$ cat src/rtl/pfx_pkg.sv
// Package: shared widths, token codes and stack commands for the postfix evaluator.
// Assumes: token codes are fixed by the producer interface (0..4 meaningful).
package pfx_pkg;

    localparam int OP_W = 3;

    // Token kinds as carried on tok_op
    typedef enum logic [OP_W-1:0] {
        TK_PUSH = 3'd0,
        TK_ADD  = 3'd1,
        TK_SUB  = 3'd2,
        TK_MUL  = 3'd3,
        TK_END  = 3'd4
    } tok_kind_t;

    // Arithmetic selector for the operator unit
    typedef enum logic [1:0] {
        AL_ADD = 2'd0,
        AL_SUB = 2'd1,
        AL_MUL = 2'd2
    } alu_sel_t;

    // Stack update commands
    typedef enum logic [1:0] {
        SK_HOLD  = 2'd0,
        SK_PUSH  = 2'd1,
        SK_FOLD  = 2'd2,
        SK_CLEAR = 2'd3
    } stk_cmd_t;

endpackage

$ cat src/rtl/pfx_alu.sv
// Module: pfx_alu
// Combines the two newest stack entries. lhs is the older entry, rhs the
// newer one. Results wrap to DATA_W bits; purely combinational.
module pfx_alu
    import pfx_pkg::*;
#(
    parameter int DATA_W = 16
) (
    input  alu_sel_t            sel,
    input  logic [DATA_W-1:0]   lhs,
    input  logic [DATA_W-1:0]   rhs,
    output logic [DATA_W-1:0]   res
);

    localparam int PROD_W = 2 * DATA_W;

    logic [PROD_W-1:0] prod;

    // Full product; only the low half is kept
    always_comb begin
        prod = PROD_W'(lhs) * PROD_W'(rhs);
    end

    // Operation select
    always_comb begin
        unique case (sel)
            AL_ADD:  res = lhs + rhs;
            AL_SUB:  res = lhs - rhs;
            AL_MUL:  res = prod[DATA_W-1:0];
            default: res = '0;
        endcase
    end

endmodule

$ cat src/rtl/pfx_stack.sv
// Module: pfx_stack
// Bounded stack with the newest two entries in dedicated registers and the
// rest in a shift chain, so push, fold (pop two, push one) and clear each
// complete in one cycle. Assumes the controller never pushes when full and
// never folds with fewer than two entries.
module pfx_stack
    import pfx_pkg::*;
#(
    parameter int DATA_W = 16,
    parameter int DEPTH  = 8
) (
    input  logic                    clk,
    input  logic                    rst_n,
    input  stk_cmd_t                cmd,
    input  logic [DATA_W-1:0]       wdata,
    output logic [DATA_W-1:0]       top,
    output logic [DATA_W-1:0]       second,
    output logic [$clog2(DEPTH+1)-1:0] count
);

    localparam int CNT_W = $clog2(DEPTH+1);
    localparam int LOW_N = DEPTH - 2;

    logic [DATA_W-1:0] top_q, sec_q;
    logic [CNT_W-1:0]  cnt_q;
    logic [DATA_W-1:0] low_q [LOW_N];

    // Top register: new operand on push, fold result on fold
    always_ff @(posedge clk) begin
        if (!rst_n) begin
            top_q <= '0;
        end else if (cmd == SK_PUSH || cmd == SK_FOLD) begin
            top_q <= wdata;
        end
    end

    // Second register: old top on push, first chain slot on fold
    always_ff @(posedge clk) begin
        if (!rst_n) begin
            sec_q <= '0;
        end else if (cmd == SK_PUSH) begin
            sec_q <= top_q;
        end else if (cmd == SK_FOLD) begin
            sec_q <= low_q[0];
        end
    end

    // Deeper entries: shift down on push, up on fold
    generate
        for (genvar i = 0; i < LOW_N; i++) begin : g_low
            logic [DATA_W-1:0] from_above, from_below;
            if (i == 0) begin : g_first
                assign from_above = sec_q;
            end else begin : g_mid
                assign from_above = low_q[i-1];
            end
            if (i == LOW_N - 1) begin : g_last
                assign from_below = '0;
            end else begin : g_inner
                assign from_below = low_q[i+1];
            end

            // Slot i of the chain
            always_ff @(posedge clk) begin
                if (!rst_n) begin
                    low_q[i] <= '0;
                end else if (cmd == SK_PUSH) begin
                    low_q[i] <= from_above;
                end else if (cmd == SK_FOLD) begin
                    low_q[i] <= from_below;
                end
            end
        end
    endgenerate

    // Entry count
    always_ff @(posedge clk) begin
        if (!rst_n) begin
            cnt_q <= '0;
        end else begin
            unique case (cmd)
                SK_PUSH:  cnt_q <= cnt_q + CNT_W'(1);
                SK_FOLD:  cnt_q <= cnt_q - CNT_W'(1);
                SK_CLEAR: cnt_q <= '0;
                default:  cnt_q <= cnt_q;
            endcase
        end
    end

    assign top    = top_q;
    assign second = sec_q;
    assign count  = cnt_q;

endmodule

$ cat src/rtl/pfx_eval.sv
// Module: pfx_eval (top)
// Postfix expression evaluator: one token per cycle, operands pushed,
// operators fold the two newest entries, end token emits the top and
// empties the stack. Error and result strobes are registered and appear
// the cycle after the token. Assumes tok_op codes from pfx_pkg.
module pfx_eval
    import pfx_pkg::*;
#(
    parameter int DATA_W = 16,
    parameter int DEPTH  = 8
) (
    input  logic                        clk,
    input  logic                        rst_n,
    input  logic                        tok_valid,
    output logic                        tok_ready,
    input  logic [2:0]                  tok_op,
    input  logic [DATA_W-1:0]           tok_data,
    output logic                        res_valid,
    output logic [DATA_W-1:0]           res_data,
    output logic                        err_under,
    output logic                        err_over,
    output logic [$clog2(DEPTH+1)-1:0]  stk_depth
);

    localparam int CNT_W = $clog2(DEPTH+1);

    logic                rdy_q;
    logic                take;
    logic                is_push, is_arith, is_end;
    logic                full, has_two, has_one;
    alu_sel_t            alu_sel;
    logic [DATA_W-1:0]   alu_res;
    logic [DATA_W-1:0]   st_top, st_sec;
    logic [CNT_W-1:0]    st_cnt;
    stk_cmd_t            cmd;
    logic [DATA_W-1:0]   wdata;
    logic                under_d, over_d, res_d;
    logic                res_v_q, under_q, over_q;
    logic [DATA_W-1:0]   res_q;

    // Ready comes up the cycle after reset is released
    always_ff @(posedge clk) begin
        if (!rst_n) rdy_q <= 1'b0;
        else        rdy_q <= 1'b1;
    end

    assign tok_ready = rdy_q;
    assign take      = tok_valid && rdy_q;

    // Token decode
    always_comb begin
        is_push  = take && (tok_op == TK_PUSH);
        is_arith = take && (tok_op == TK_ADD || tok_op == TK_SUB || tok_op == TK_MUL);
        is_end   = take && (tok_op == TK_END);
        unique case (tok_op)
            TK_SUB:  alu_sel = AL_SUB;
            TK_MUL:  alu_sel = AL_MUL;
            default: alu_sel = AL_ADD;
        endcase
    end

    // Occupancy tests
    assign full    = (st_cnt == CNT_W'(DEPTH));
    assign has_two = (st_cnt >= CNT_W'(2));
    assign has_one = (st_cnt != '0);

    pfx_alu #(.DATA_W(DATA_W)) u_alu (
        .sel (alu_sel),
        .lhs (st_sec),
        .rhs (st_top),
        .res (alu_res)
    );

    // Stack command, write data and error detection
    always_comb begin
        cmd     = SK_HOLD;
        wdata   = tok_data;
        under_d = 1'b0;
        over_d  = 1'b0;
        res_d   = 1'b0;
        if (is_push) begin
            if (full) over_d = 1'b1;
            else      cmd    = SK_PUSH;
        end else if (is_arith) begin
            if (has_two) begin
                cmd   = SK_FOLD;
                wdata = alu_res;
            end else begin
                under_d = 1'b1;
            end
        end else if (is_end) begin
            if (has_one) begin
                cmd   = SK_CLEAR;
                res_d = 1'b1;
            end else begin
                under_d = 1'b1;
            end
        end
    end

    pfx_stack #(.DATA_W(DATA_W), .DEPTH(DEPTH)) u_stack (
        .clk    (clk),
        .rst_n  (rst_n),
        .cmd    (cmd),
        .wdata  (wdata),
        .top    (st_top),
        .second (st_sec),
        .count  (st_cnt)
    );

    // Registered strobes
    always_ff @(posedge clk) begin
        if (!rst_n) begin
            res_v_q <= 1'b0;
            under_q <= 1'b0;
            over_q  <= 1'b0;
        end else begin
            res_v_q <= res_d;
            under_q <= under_d;
            over_q  <= over_d;
        end
    end

    // Result value captured on a good end token
    always_ff @(posedge clk) begin
        if (!rst_n)     res_q <= '0;
        else if (res_d) res_q <= st_top;
    end

    assign res_valid = res_v_q;
    assign res_data  = res_q;
    assign err_under = under_q;
    assign err_over  = over_q;
    assign stk_depth = st_cnt;

endmodule

$ cat config.mk
export PLATFORM = sky130hd
export DESIGN_NAME = pfx_eval
export DESIGN_NICKNAME = d
export VERILOG_FILES = /design/src/rtl/pfx_pkg.sv /design/src/rtl/pfx_alu.sv /design/src/rtl/pfx_stack.sv /design/src/rtl/pfx_eval.sv
export SDC_FILE = /design/constraint.sdc
export NUM_CORES = 1
export LEC_CHECK = 0
export BUFFER_PORTS_ARGS = -buffer_cell sky130_fd_sc_hd__buf_2
export CORE_MARGIN = 4
export CORE_UTILIZATION = 50
export CTS_BUF_LIST = sky130_fd_sc_hd__clkbuf_8
export DETAILED_ROUTE_END_ITERATION = 8
export PLACE_DENSITY = 0.69
export SYNTH_ARGS = -nofsm -noshare
export SYNTH_HDL_FRONTEND = slang
export SYNTH_SLANG_ARGS = --single-unit
$ cat constraint.sdc
create_clock -name clk -period 5.1 [get_ports clk]
set_input_delay 0.51 -clock clk [delete_from_list [all_inputs] [get_ports clk]]
set_output_delay 0.51 -clock clk [all_outputs]
set_load 0.05 [all_outputs]
==> impl_metrics.env, run 1 <==
export IMPL_path_clk_slew_ps=90
export IMPL_grt_pass1_wl_microns=46700
export IMPL_setup_viol=4
export IMPL_tightest_slew_ps=1050
export IMPL_fin_nets=1382
export IMPL_cp_start_kind="register"
export IMPL_antenna_found_initial=0
export IMPL_clockBufferDepth=2
export IMPL_clock_sinks=152
export IMPL_yosysTopAreaCell="edfxtp_1"
export IMPL_ys_seq_area_share_pct=35.2
export IMPL_drtIter0Drc=817
export IMPL_hold_viol=0
export IMPL_cts_hold_buf=0
export IMPL_num_vias=8522
export IMPL_grt_pass1_vias=8660
export IMPL_setup_worst_path_end_class="register"
export IMPL_synth_edf_count=96
export IMPL_synth_top_area_share_pct=25.3
export IMPL_cts_buffers=17
export IMPL_grt_use_total_pct=23.2
export IMPL_post_synth_num_cell_types=53
export IMPL_post_place_ws_ps=-250
export IMPL_synth_area_top_cells="edfxtp_1 (25%), fa_1 (14%), dfxtp_1 (9.9%), ha_1 (8.0%), a22o_1 (6.2%)"
export IMPL_area_delta_synth_final_pct=13.8
export IMPL_rsz0062_at_grt="true"
export IMPL_antenna_left=0
export IMPL_synth_avg_cell_area_sq_um=10.1
export IMPL_slew_violations=0
export IMPL_htree_num_levels=4
export IMPL_dieArea_sq_mm=0.0252
export IMPL_drive_gt1_share_pct=17.3
export IMPL_peakVddDrop_uv=197
export IMPL_cp_required_ps=5470
export IMPL_status="finished, violations left"
export IMPL_ios=46
export IMPL_clockRootBuffer="clkbuf_8"
export IMPL_fillers=1892
export IMPL_hold_class="in -> reg"
export IMPL_period_minus_slack_ps=5190
export IMPL_syn_nets=1308
export IMPL_synth_ff_type="edfxtp_1"
export IMPL_fin_worst_skew_ps=13.8
export IMPL_via_per_inst=5.69
export IMPL_fp_dieW_microns=159
export IMPL_overflow=0
export IMPL_fin_ws_ps=-90.6
export IMPL_core_rowCount=54
export IMPL_wire_per_inst_microns=19.1
export IMPL_postSynth_asyncResetShare_pct=0
export IMPL_cts_tree="yes"
export IMPL_clock_latency_ps=460
export IMPL_cp_max_fo=7
export IMPL_grt_max_degree=81
export IMPL_drc_errors=0
export IMPL_maxCapViolations=0
export IMPL_p_leak_nw=5.75
export IMPL_drtPass1Iterations=5
export IMPL_fin_crit_sh_pct=102
export IMPL_max_slew_margin_pct=30.1
export IMPL_io_buffers=45
export IMPL_postSynthCellCount=1131
export IMPL_die_y_microns=159
export IMPL_failed_checks="setup timing"
export IMPL_ys_seq_elements=152
export IMPL_synth_warnings=0
export IMPL_start_util_pct=51.5
export IMPL_dp_hpwl_microns=21400
export IMPL_arrival_ps=5560
export IMPL_fmax_mhz=193
export IMPL_netlist_area_sq_mm=0.0114
export IMPL_power_density_mw_per_mm2=205
export IMPL_core_sq_mm=0.0221
export IMPL_drt_wl_total_microns=28600
export IMPL_finalWeightedCongestion=0.930
export IMPL_criticalPathCategory="reg -> reg"
export IMPL_finish_utilization_pct=58.6
export IMPL_antenna_cells=0
worst max-delay path, cell delays in order, from the launching register on:
cell and delay (ps):
dfxtp_2 360, and2_4 170, fa_1 540, inv_1 60
fa_1 530, inv_1 40, ha_2 160, fa_1 470
fa_1 500, inv_1 50, fa_1 510, inv_2 50
ha_4 230, or2_4 230, o31a_1 100, o41a_1 150
a221oi_2 390, o21ai_2 120, xnor2_1 170, nor3b_1 70
a311oi_1 200
timing repair:
item	in CTS	in global routing
pin swaps	10	5
setup endpoints to repair	6	7
buffers inserted	3	2
resized for setup	26	15
through the flow:
step                cell area [sq um]  hold slack (ps)  setup TNS (ps)  std cells  power [mW]
finish                          12900              320            -292       1498        2.65
global route                    12900              331           -1180       1498        2.76
CTS                             12900              298            -167       1496        2.66
detailed placement              12400              478            -915       1461        1.71
global placement                12400              464            -511       1461        1.71
floorplan                       11500              490               0       1131        1.61
final cells by class:
type,instances,area [sq um],area share (%)
inverters,124,465,3.59
multi-input cells,776,6760,52.2
well taps,280,350,2.71
clock buffers,17,234,1.81
flip-flops and latches,152,4040,31.2
clock inverters,15,176,1.36
repair buffers,134,918,7.09
final timing paths:
| kind | slack [ps] | end | cells after the start | startpoint |
|---|---|---|---|---|
| setup reg to reg | -90 | u_stack.top[15] | 20 | u_stack.second[4] |
| hold / removal | 320 | u_stack.top[8] | 3 | tok_data[8] |
| setup / recovery | -90 | u_stack.top[15] | 20 | u_stack.second[4] |
| hold reg to reg | 490 | res_data[0] | 2 | res_data[0] |
power by group:
| part | internal [mW] | total (mW) | switching [mW] |
|---|---|---|---|
| clock | 0.485 | 0.962 | 0.477 |
| sequential | 1.34 | 1.37 | 0.0298 |
| combinational | 0.127 | 0.319 | 0.192 |
| total | 1.95 | 2.65 | 0.699 |
Yosys cell counts (2+ instances only):
library cell and number:
inv_1 124, edfxtp_1 96, nand2_1 94, fa_1 82
a22o_1 80, ha_1 73, clkbuf_1 71, and2_1 70
nor2_1 68, dfxtp_1 56, xnor2_1 47, mux2i_1 39
a21oi_1 32, o21ai_0 26, a211oi_1 22, and3_1 17
xor2_1 16, nor3_1 12, o211ai_1 12, nand2b_1 7
o21a_1 7, a31oi_1 6, buf_2 6, o21bai_1 6
a21o_1 5, nand3_1 5, nand3b_1 5, or3_1 5
nor2b_1 4, nor4_1 4, a211o_1 3, a311oi_1 3
o31a_1 3, a22oi_1 2, buf_1 2, nor3b_1 2
o22ai_1 2, o31ai_1 2
sequential cells by signal, indices dropped and copies added (netlist names):
register	flops
u_stack.low_q	96
res_data	16
u_stack.second	16
u_stack.top	16
u_stack.count	4
err_over	1
err_under	1
res_valid	1
tok_ready	1
cells by family (layout without fill, tap and decap cells):
kind of cell / count (synthesis) / after routing / share of synthesized area (%)
xor gates and xnor gates: 64 / 64 / 5.05
muxes: 39 / 39 / 3.43
and+or+nand+nor: 299 / 299 / 12.9
buffers and inverters: 203 / 290 / 6.76
adders and majority gates: 155 / 155 / 22.5
AOI/OAI and AO/OA: 219 / 219 / 14.2
DFF: 152 / 152 / 35.2
cell usage in the layout (no fill, tap or decap), types with 4 or more instances in the layout:
| cell type | instances |
|---|---|
| and2_4 | 4 |
| and2_1 | 65 |
| nor2_1 | 67 |
| nor3_1 | 10 |
| ha_4 | 5 |
| o21ai_0 | 23 |
| inv_1 | 124 |
| xnor2_1 | 46 |
| or3_1 | 4 |
| dfxtp_1 | 41 |
| a21oi_1 | 30 |
| mux2i_1 | 39 |
| a211oi_1 | 22 |
| edfxtp_1 | 96 |
| dfxtp_2 | 7 |
| o21a_1 | 7 |
| dfxtp_4 | 8 |
| o21bai_1 | 5 |
| nand2b_1 | 7 |
| a21o_1 | 5 |
| xor2_1 | 15 |
| a31oi_1 | 5 |
| a22o_1 | 80 |
| clkbuf_8 | 17 |
| and3_1 | 17 |
| fa_1 | 79 |
| nor2b_1 | 4 |
| ha_1 | 66 |
| nor4_1 | 4 |
| nand3_1 | 5 |
| nand2_1 | 94 |
| o211ai_1 | 12 |
| buf_2 | 45 |
| buf_4 | 87 |
| nand3b_1 | 5 |
layer usage:
layer  GRT usage [%]  vias to the layer above  wire length (microns)
met1            33.4                     4150                  13000
li1                -                     4025                      -
met4            7.38                        0                    873
met5               0                        -                      0
met3            3.84                       50                   1810
met2            36.1                      297                  12900
No activity file was read; power rests on OpenSTA's default activity.
==> inputs of run 2 (changes only) <==
--- a/config.mk
+++ b/config.mk
@@ -7,10 +7,10 @@
 export LEC_CHECK = 0
 export BUFFER_PORTS_ARGS = -buffer_cell sky130_fd_sc_hd__buf_2
 export CORE_MARGIN = 4
-export CORE_UTILIZATION = 50
+export CORE_UTILIZATION = 55
 export CTS_BUF_LIST = sky130_fd_sc_hd__clkbuf_8
 export DETAILED_ROUTE_END_ITERATION = 8
-export PLACE_DENSITY = 0.69
+export PLACE_DENSITY = 0.75
 export SYNTH_ARGS = -nofsm -noshare
 export SYNTH_HDL_FRONTEND = slang
 export SYNTH_SLANG_ARGS = --single-unit
==> run 2 against run 1 <==
  * Critical path depth unchanged
  * The run still ends with setup timing left
  * Maximum frequency shrank 0.94%
  * Sequential cell count unchanged
==> impl_metrics.env, run 2 (synthesis results as in run 1) <==
export IMPL_setup_viol=3
export IMPL_regMostFlops="u_stack.low_q"
export IMPL_max_stage_delay_ps=540
export IMPL_antenna_cells=0
export IMPL_crit_slowest_cell="fa_1"
export IMPL_rsz0062_at_grt="true"
export IMPL_grt_pass1_wl_microns=46200
export IMPL_core_rowCount=52
export IMPL_cts_buffers=17
export IMPL_io_buffers=45
export IMPL_power_mw=2.63
export IMPL_via_per_inst=5.78
export IMPL_drt_wl_total_microns=28500
export IMPL_cp_required_ps=5460
export IMPL_antenna_found_initial=0
export IMPL_min_path_cells=3
export IMPL_final_common_cell="inv_1"
export IMPL_cp_start_kind="register"
export IMPL_fin_nets=1386
export IMPL_wire_per_inst_microns=19.1
export IMPL_max_slew_margin_pct=29.1
export IMPL_fin_worst_skew_ps=13.0
export IMPL_ios=46
export IMPL_power_density_mw_per_mm2=203
export IMPL_failed_checks="setup timing"
export IMPL_grt_use_total_pct=25.0
export IMPL_clockRootBuffer="clkbuf_8"
export IMPL_cp_num_cells=20
export IMPL_arrival_ps=5600
export IMPL_htree_num_levels=4
export IMPL_period_minus_slack_ps=5240
export IMPL_grt_max_degree=81
export IMPL_cts_hold_buf=0
export IMPL_core_sq_mm=0.0203
export IMPL_timing_hold_ws_ps=317
export IMPL_dp_hpwl_microns=20900
export IMPL_peakVddDrop_uv=190
export IMPL_drtPass1Iterations=5
export IMPL_path_clk_slew_ps=90
export IMPL_num_vias=8621
export IMPL_grt_pass1_vias=8686
export IMPL_drive_gt1_share_pct=17.8
export IMPL_fp_dieW_microns=152
export IMPL_overflow=0
export IMPL_maxCapViolations=0
export IMPL_path_cells="and2_4, fa_1, inv_2, fa_1, inv_1, ha_2, fa_1, fa_1, inv_2, fa_1, inv_2, ha_4, or2_4, o31a_1, o41a_1, a221oi_2, o21ai_2, xnor2_1, nor3b_1, a311oi_1"
export IMPL_drtIter0Drc=703
export IMPL_clock_sinks=152
export IMPL_finish_utilization_pct=63.7
export IMPL_cpMostUsedCell="fa_1"
export IMPL_drc_errors=0
export IMPL_largest_reg_flops=96
export IMPL_dieArea_sq_mm=0.0230
export IMPL_rr_worst_depth=20
export IMPL_hold_viol=0
export IMPL_fin_crit_sh_pct=103
export IMPL_cp_max_fo=8
export IMPL_setup_worst_path_end_class="register"
export IMPL_fmax_mhz=191
export IMPL_clock_latency_ps=460
export IMPL_crit_buf_inv=4
export IMPL_fin_ws_ps=-140
export IMPL_antenna_left=0
export IMPL_status="finished, violations left"
export IMPL_p_leak_nw=5.78
export IMPL_start_util_pct=56.0
export IMPL_hold_class="in -> reg"
export IMPL_clockBufferDepth=2
export IMPL_criticalPathCategory="reg -> reg"
export IMPL_tightest_slew_ps=1060
export IMPL_layout_common_cells="inv_1 (123), edfxtp_1 (96), nand2_1 (94)"
export IMPL_slew_violations=0
export IMPL_finalWeightedCongestion=0.937
export IMPL_cts_tree="yes"
export IMPL_tns_ps=-286
export IMPL_area_delta_synth_final_pct=13.7
export IMPL_die_y_microns=152
export IMPL_crit_family="adder cells"
## run 2: cell types whose count changed in the layout (fill, tap and decap cells not counted), moves of 2 or more
| cell | before | now |
|---|---|---|
| a21oi_2 | 1 | 3 |
| buf_12 | 2 | 0 |
| buf_4 | 87 | 91 |
| buf_6 | 0 | 2 |
| clkbuf_8 | 17 | 20 |
| clkinvlp_4 | 3 | 1 |
| dfxtp_2 | 7 | 5 |
| inv_2 | 1 | 3 |
## run 2: stage by stage
stage	cells	setup WS, ps	area, sq um
after floorplan	1131	0.871	11500
after global placement	1452	-126	12400
after detailed placement	1452	-262	12400
after CTS	1491	-104	12900
after global routing	1492	-287	12900
final	1492	-140	12900
## run 2: layout make-up
| class | count | area (sq um) |
|---|---|---|
| fillers | 1660 | 7370 |
| multi-input cells | 776 | 6750 |
| flip-flops and latches | 152 | 4040 |
| repair buffers | 138 | 931 |
| inverters | 124 | 465 |
| well taps | 270 | 338 |
| clock buffers | 20 | 275 |
| clock inverters | 12 | 126 |
## run 2: metal layers
metal | vias to the layer above | track usage [%] | wire length (microns) | part of all wire (%)
li1 | 4022 | - | - | -
met1 | 4210 | 36.5 | 13100 | 46
met2 | 341 | 38.5 | 12800 | 45
met3 | 48 | 4.38 | 1960 | 6.9
met4 | 0 | 7.41 | 712 | 2.5
met5 | - | 0 | 0 | 0
## run 2: power breakdown
part / switching [mW] / internal (mW) / total (mW)
Sequential: 0.0295 / 1.34 / 1.37
Clock: 0.470 / 0.473 / 0.942
Combinational: 0.193 / 0.127 / 0.320
Total: 0.692 / 1.94 / 2.63
## run 2: timing repair
action                     CTS  global route
resized for setup           32            14
setup endpoints to repair    5             7
pin swaps                   20             7
buffers inserted             7             1
## run 2: worst register-to-register path, cell delays in order, from the launching register on
cell      delay (ps)
dfxtp_4          390
and2_4           150
fa_1             540
inv_2             40
fa_1             530
inv_1             50
ha_2             170
fa_1             460
fa_1             520
inv_2             40
fa_1             520
inv_2             50
ha_4             230
or2_4            230
o31a_1           100
o41a_1           160
a221oi_2         400
o21ai_2          140
xnor2_1          170
nor3b_1           70
a311oi_1         220
## run 2: final timing paths
check / to / slack, ps / from
worst max-delay path: u_stack.top[15] / -140 / u_stack.top[4]
worst min-delay path: u_stack.top[2] / 320 / tok_data[2]
worst max register to register: u_stack.top[15] / -140 / u_stack.top[4]
worst min register to register: res_data[0] / 490 / res_data[0]
==> inputs of run 3 (changes only) <==
--- a/config.mk
+++ b/config.mk
@@ -5,7 +5,9 @@
 export SDC_FILE = /design/constraint.sdc
 export NUM_CORES = 1
 export LEC_CHECK = 0
+export ABC_AREA = 1
 export BUFFER_PORTS_ARGS = -buffer_cell sky130_fd_sc_hd__buf_2
+export CAP_MARGIN = 10
 export CORE_MARGIN = 4
 export CORE_UTILIZATION = 55
 export CTS_BUF_LIST = sky130_fd_sc_hd__clkbuf_8
==> run 3 against run 2 <==
  * The run now ends clean
  * Worst setup slack improved by 140 ps
  * Combinational power is 150% higher
  * Register-to-register slack gained 140 ps
  * Global-route usage grew 3.4 points
  * Utilization fell by 0.40 points
  * Via count increased by 24%
  * Design area is 7.5% higher
  * Die area up 8.0%
  * Clock skew up 2.2 ps
  * Total power is 20% higher
  * Sequential share of layout area shrank 2.2 points
  * Clock power about the same
==> impl_metrics.env, run 3 <==
export IMPL_status="finished clean"
export IMPL_synthTopCellsByCount="nand2_1 (387), inv_1 (318), o21ai_0 (101)"
export IMPL_postSynth_asyncResetShare_pct=0
export IMPL_synth_area_top_cells="edfxtp_1 (23%), fa_1 (13%), nand2_1 (12%), inv_1 (9.7%), dfxtp_1 (9.1%)"
export IMPL_area_delta_synth_final_pct=12.7
export IMPL_rsz0062_at_grt="true"
export IMPL_cp_required_ps=5400
export IMPL_period_minus_slack_ps=5100
export IMPL_syn_nets=1758
export IMPL_peakVddDrop_uv=230
export IMPL_power_density_mw_per_mm2=228
export IMPL_htree_num_levels=4
export IMPL_cts_buffers=17
export IMPL_criticalPathCategory="reg -> reg"
export IMPL_slew_violations=0
export IMPL_synth_warnings=0
export IMPL_path_clk_slew_ps=90
export IMPL_ys_seq_elements=152
export IMPL_start_util_pct=56.2
export IMPL_synth_top_area_share_pct=23.4
export IMPL_via_per_inst=5.49
export IMPL_post_place_ws_ps=-198
export IMPL_dp_hpwl_microns=25500
export IMPL_drive_gt1_share_pct=16.7
export IMPL_synthMuxAreaShare_pct=0
export IMPL_fin_nets=1832
export IMPL_setup_viol=0
export IMPL_clockBufferDepth=2
export IMPL_setup_worst_path_end_class="register"
export IMPL_fmax_mhz=196
export IMPL_io_buffers=45
export IMPL_hold_class="in -> reg"
export IMPL_setup_worst_path_end="u_stack.top[14]"
export IMPL_cp_startpoint="u_stack.second[9]"
export IMPL_final_cells=1948
export IMPL_regArea_sq_mm=0.00404
export IMPL_placed_area_sq_mm=0.0132
export IMPL_synth_avg_cell_area_sq_um=7.80
export IMPL_clock_latency_ps=470
export IMPL_fillers=1931
export IMPL_ios=46
export IMPL_wire_per_inst_microns=17.6
export IMPL_final_common_cell="nand2_1"
export IMPL_power_mw=3.17
export IMPL_drtPass1Iterations=8
export IMPL_synth_ff_type="edfxtp_1"
export IMPL_fin_ws_ps=3.19
export IMPL_regMostFlops="u_stack.low_q"
export IMPL_grt_max_degree=81
export IMPL_antenna_found_initial=0
export IMPL_synth_most_common_cell="nand2_1"
export IMPL_synth_simple_area_share_pct=19.7
export IMPL_ys_seq_area_share_pct=32.5
export IMPL_die_y_microns=158
export IMPL_p_leak_nw=6.99
export IMPL_clock_sinks=152
export IMPL_arrival_ps=5400
export IMPL_synth_compound_area_share_pct=12.0
export IMPL_largest_reg_flops=96
export IMPL_drc_errors=0
export IMPL_maxCapViolations=0
export IMPL_netlist_area_sq_mm=0.0123
export IMPL_cp_start_kind="register"
export IMPL_finalWeightedCongestion=0.974
export IMPL_dp_cells=1910
export IMPL_rr_worst_depth=23
export IMPL_synth_xor_area_share_pct=1.85
export IMPL_finalInstanceArea_sq_mm=0.0139
export IMPL_cp_max_fo=5
export IMPL_fp_dieW_microns=158
export IMPL_multi_input_area_sq_mm=0.00691
export IMPL_worstReg2RegStart="u_stack.second[9]"
export IMPL_regToRegSetupSlack_ps=3
export IMPL_drt_wl_total_microns=34300
export IMPL_layout_common_cells="nand2_1 (372), inv_1 (306), o21ai_0 (99)"
export IMPL_cts_tree="yes"
export IMPL_grt_use_total_pct=28.3
export IMPL_postSynthCellCount=1581
export IMPL_post_synth_num_cell_types=47
export IMPL_synth_top_family_by_area="adder cells"
export IMPL_num_vias=10700
export IMPL_core_rowCount=54
export IMPL_antenna_left=0
export IMPL_reg2reg_to="u_stack.top[14]"
export IMPL_fin_worst_skew_ps=15.2
export IMPL_clockRootBuffer="clkbuf_8"
export IMPL_drtIter0Drc=1067
export IMPL_max_slew_margin_pct=29.7
export IMPL_overflow=0
export IMPL_synthAdderAreaFrac_pct=20.7
export IMPL_antenna_cells=0
export IMPL_fin_crit_sh_pct=99.9
export IMPL_dieArea_sq_mm=0.0249
export IMPL_hold_viol=0
export IMPL_tightest_slew_ps=1050
export IMPL_yosysTopAreaCell="edfxtp_1"
export IMPL_synth_edf_count=96
export IMPL_grt_pass1_vias=10700
export IMPL_grt_pass1_wl_microns=55100
export IMPL_core_sq_mm=0.0220
-- run 3: cell count changes in the layout (fill, tap and decap cells not counted), moves of 21 or more --
cell / before / now
and2_1: 65 / 0
o21ai_0: 23 / 99
xnor2_1: 45 / 4
nand3_1: 5 / 77
inv_1: 123 / 306
nand2_1: 94 / 372
mux2i_1: 39 / 0
a22o_1: 80 / 0
inv_2: 3 / 24
a21oi_1: 29 / 74
-- run 3: how the worst min path moves through the flow --
stage | start | to | slack (ps) | cells past startpoint
finish | tok_op[1] | err_over | 350 | 4
global route | tok_op[1] | err_over | 370 | 4
CTS | tok_op[1] | err_over | 330 | 4
detailed placement | res_data[14] | res_data[14] | 480 | 2
global placement | res_data[14] | res_data[14] | 470 | 2
floorplan | u_stack.low_q[2][26] | u_stack.low_q[2][10] | 500 | 2
-- run 3: final cells by class --
| type | instances | share of cell area [%] |
|---|---|---|
| inverter | 332 | 8.96 |
| clock inverter | 15 | 1.17 |
| sequential | 152 | 29.1 |
| clock buffer | 17 | 1.68 |
| multi-input combinational | 1014 | 49.7 |
| timing repair buffer | 138 | 6.87 |
| tap | 280 | 2.52 |
-- run 3: cells by family (layout without fill, tap and decap cells) --
logic type | count (synthesis) | after routing
buf+inv | 415 | 502
xor+xnor | 26 | 26
simple gates | 577 | 577
fa+ha+maj | 155 | 155
flops | 152 | 152
compound gates | 256 | 256
-- run 3: stage by stage --
stage,setup TNS (ps),util [%],hold WS (ps)
finish,0,63.3,351
global route,-630,63.3,365
CTS,-29.8,62.3,329
detailed placement,-511,60.2,485
global placement,-182,60.2,467
floorplan,0,-,498
-- run 3: timing repair --
| item | CTS | global route |
|---|---|---|
| hold buffers | 0 | 0 |
| gates cloned | 0 | 0 |
| endpoints found under the setup margin | 6 | 7 |
| gates resized for setup | 24 | 64 |
| pin swaps | 5 | 18 |
| buffers inserted | 2 | 4 |
-- run 3: per-layer routing --
layer | part of all wire, % | global-route usage (%) | vias up
li1 | - | - | 5116
met1 | 43 | 39.0 | 5091
met2 | 45 | 44.7 | 413
met3 | 7.9 | 5.60 | 77
met4 | 3.5 | 10.5 | 0
met5 | 0 | 0 | -
-- run 3: critical path, cell delays in order, from the launching register on --
cell and delay, ps:
dfxtp_2 360, buf_4 150, nand2_1 60, inv_1 50, fa_1 540, inv_1 50, fa_1 470, inv_1 50
fa_1 490, fa_1 430, fa_1 490, inv_1 50, fa_1 490, inv_1 70, ha_4 310, nand2_2 80
nor2_2 120, nand3_1 110, o2111ai_2 130, a21oi_1 100, o21ai_0 90, nand3_1 80, nand2_1 100, a21oi_1 60
-- run 3: power by group --
part / switching [mW] / leakage, nW / internal (mW)
clock: 0.566 / 0.206 / 0.377
sequential: 0.0579 / 1.46 / 1.37
combinational: 0.520 / 5.32 / 0.278
total: 1.14 / 6.99 / 2.03
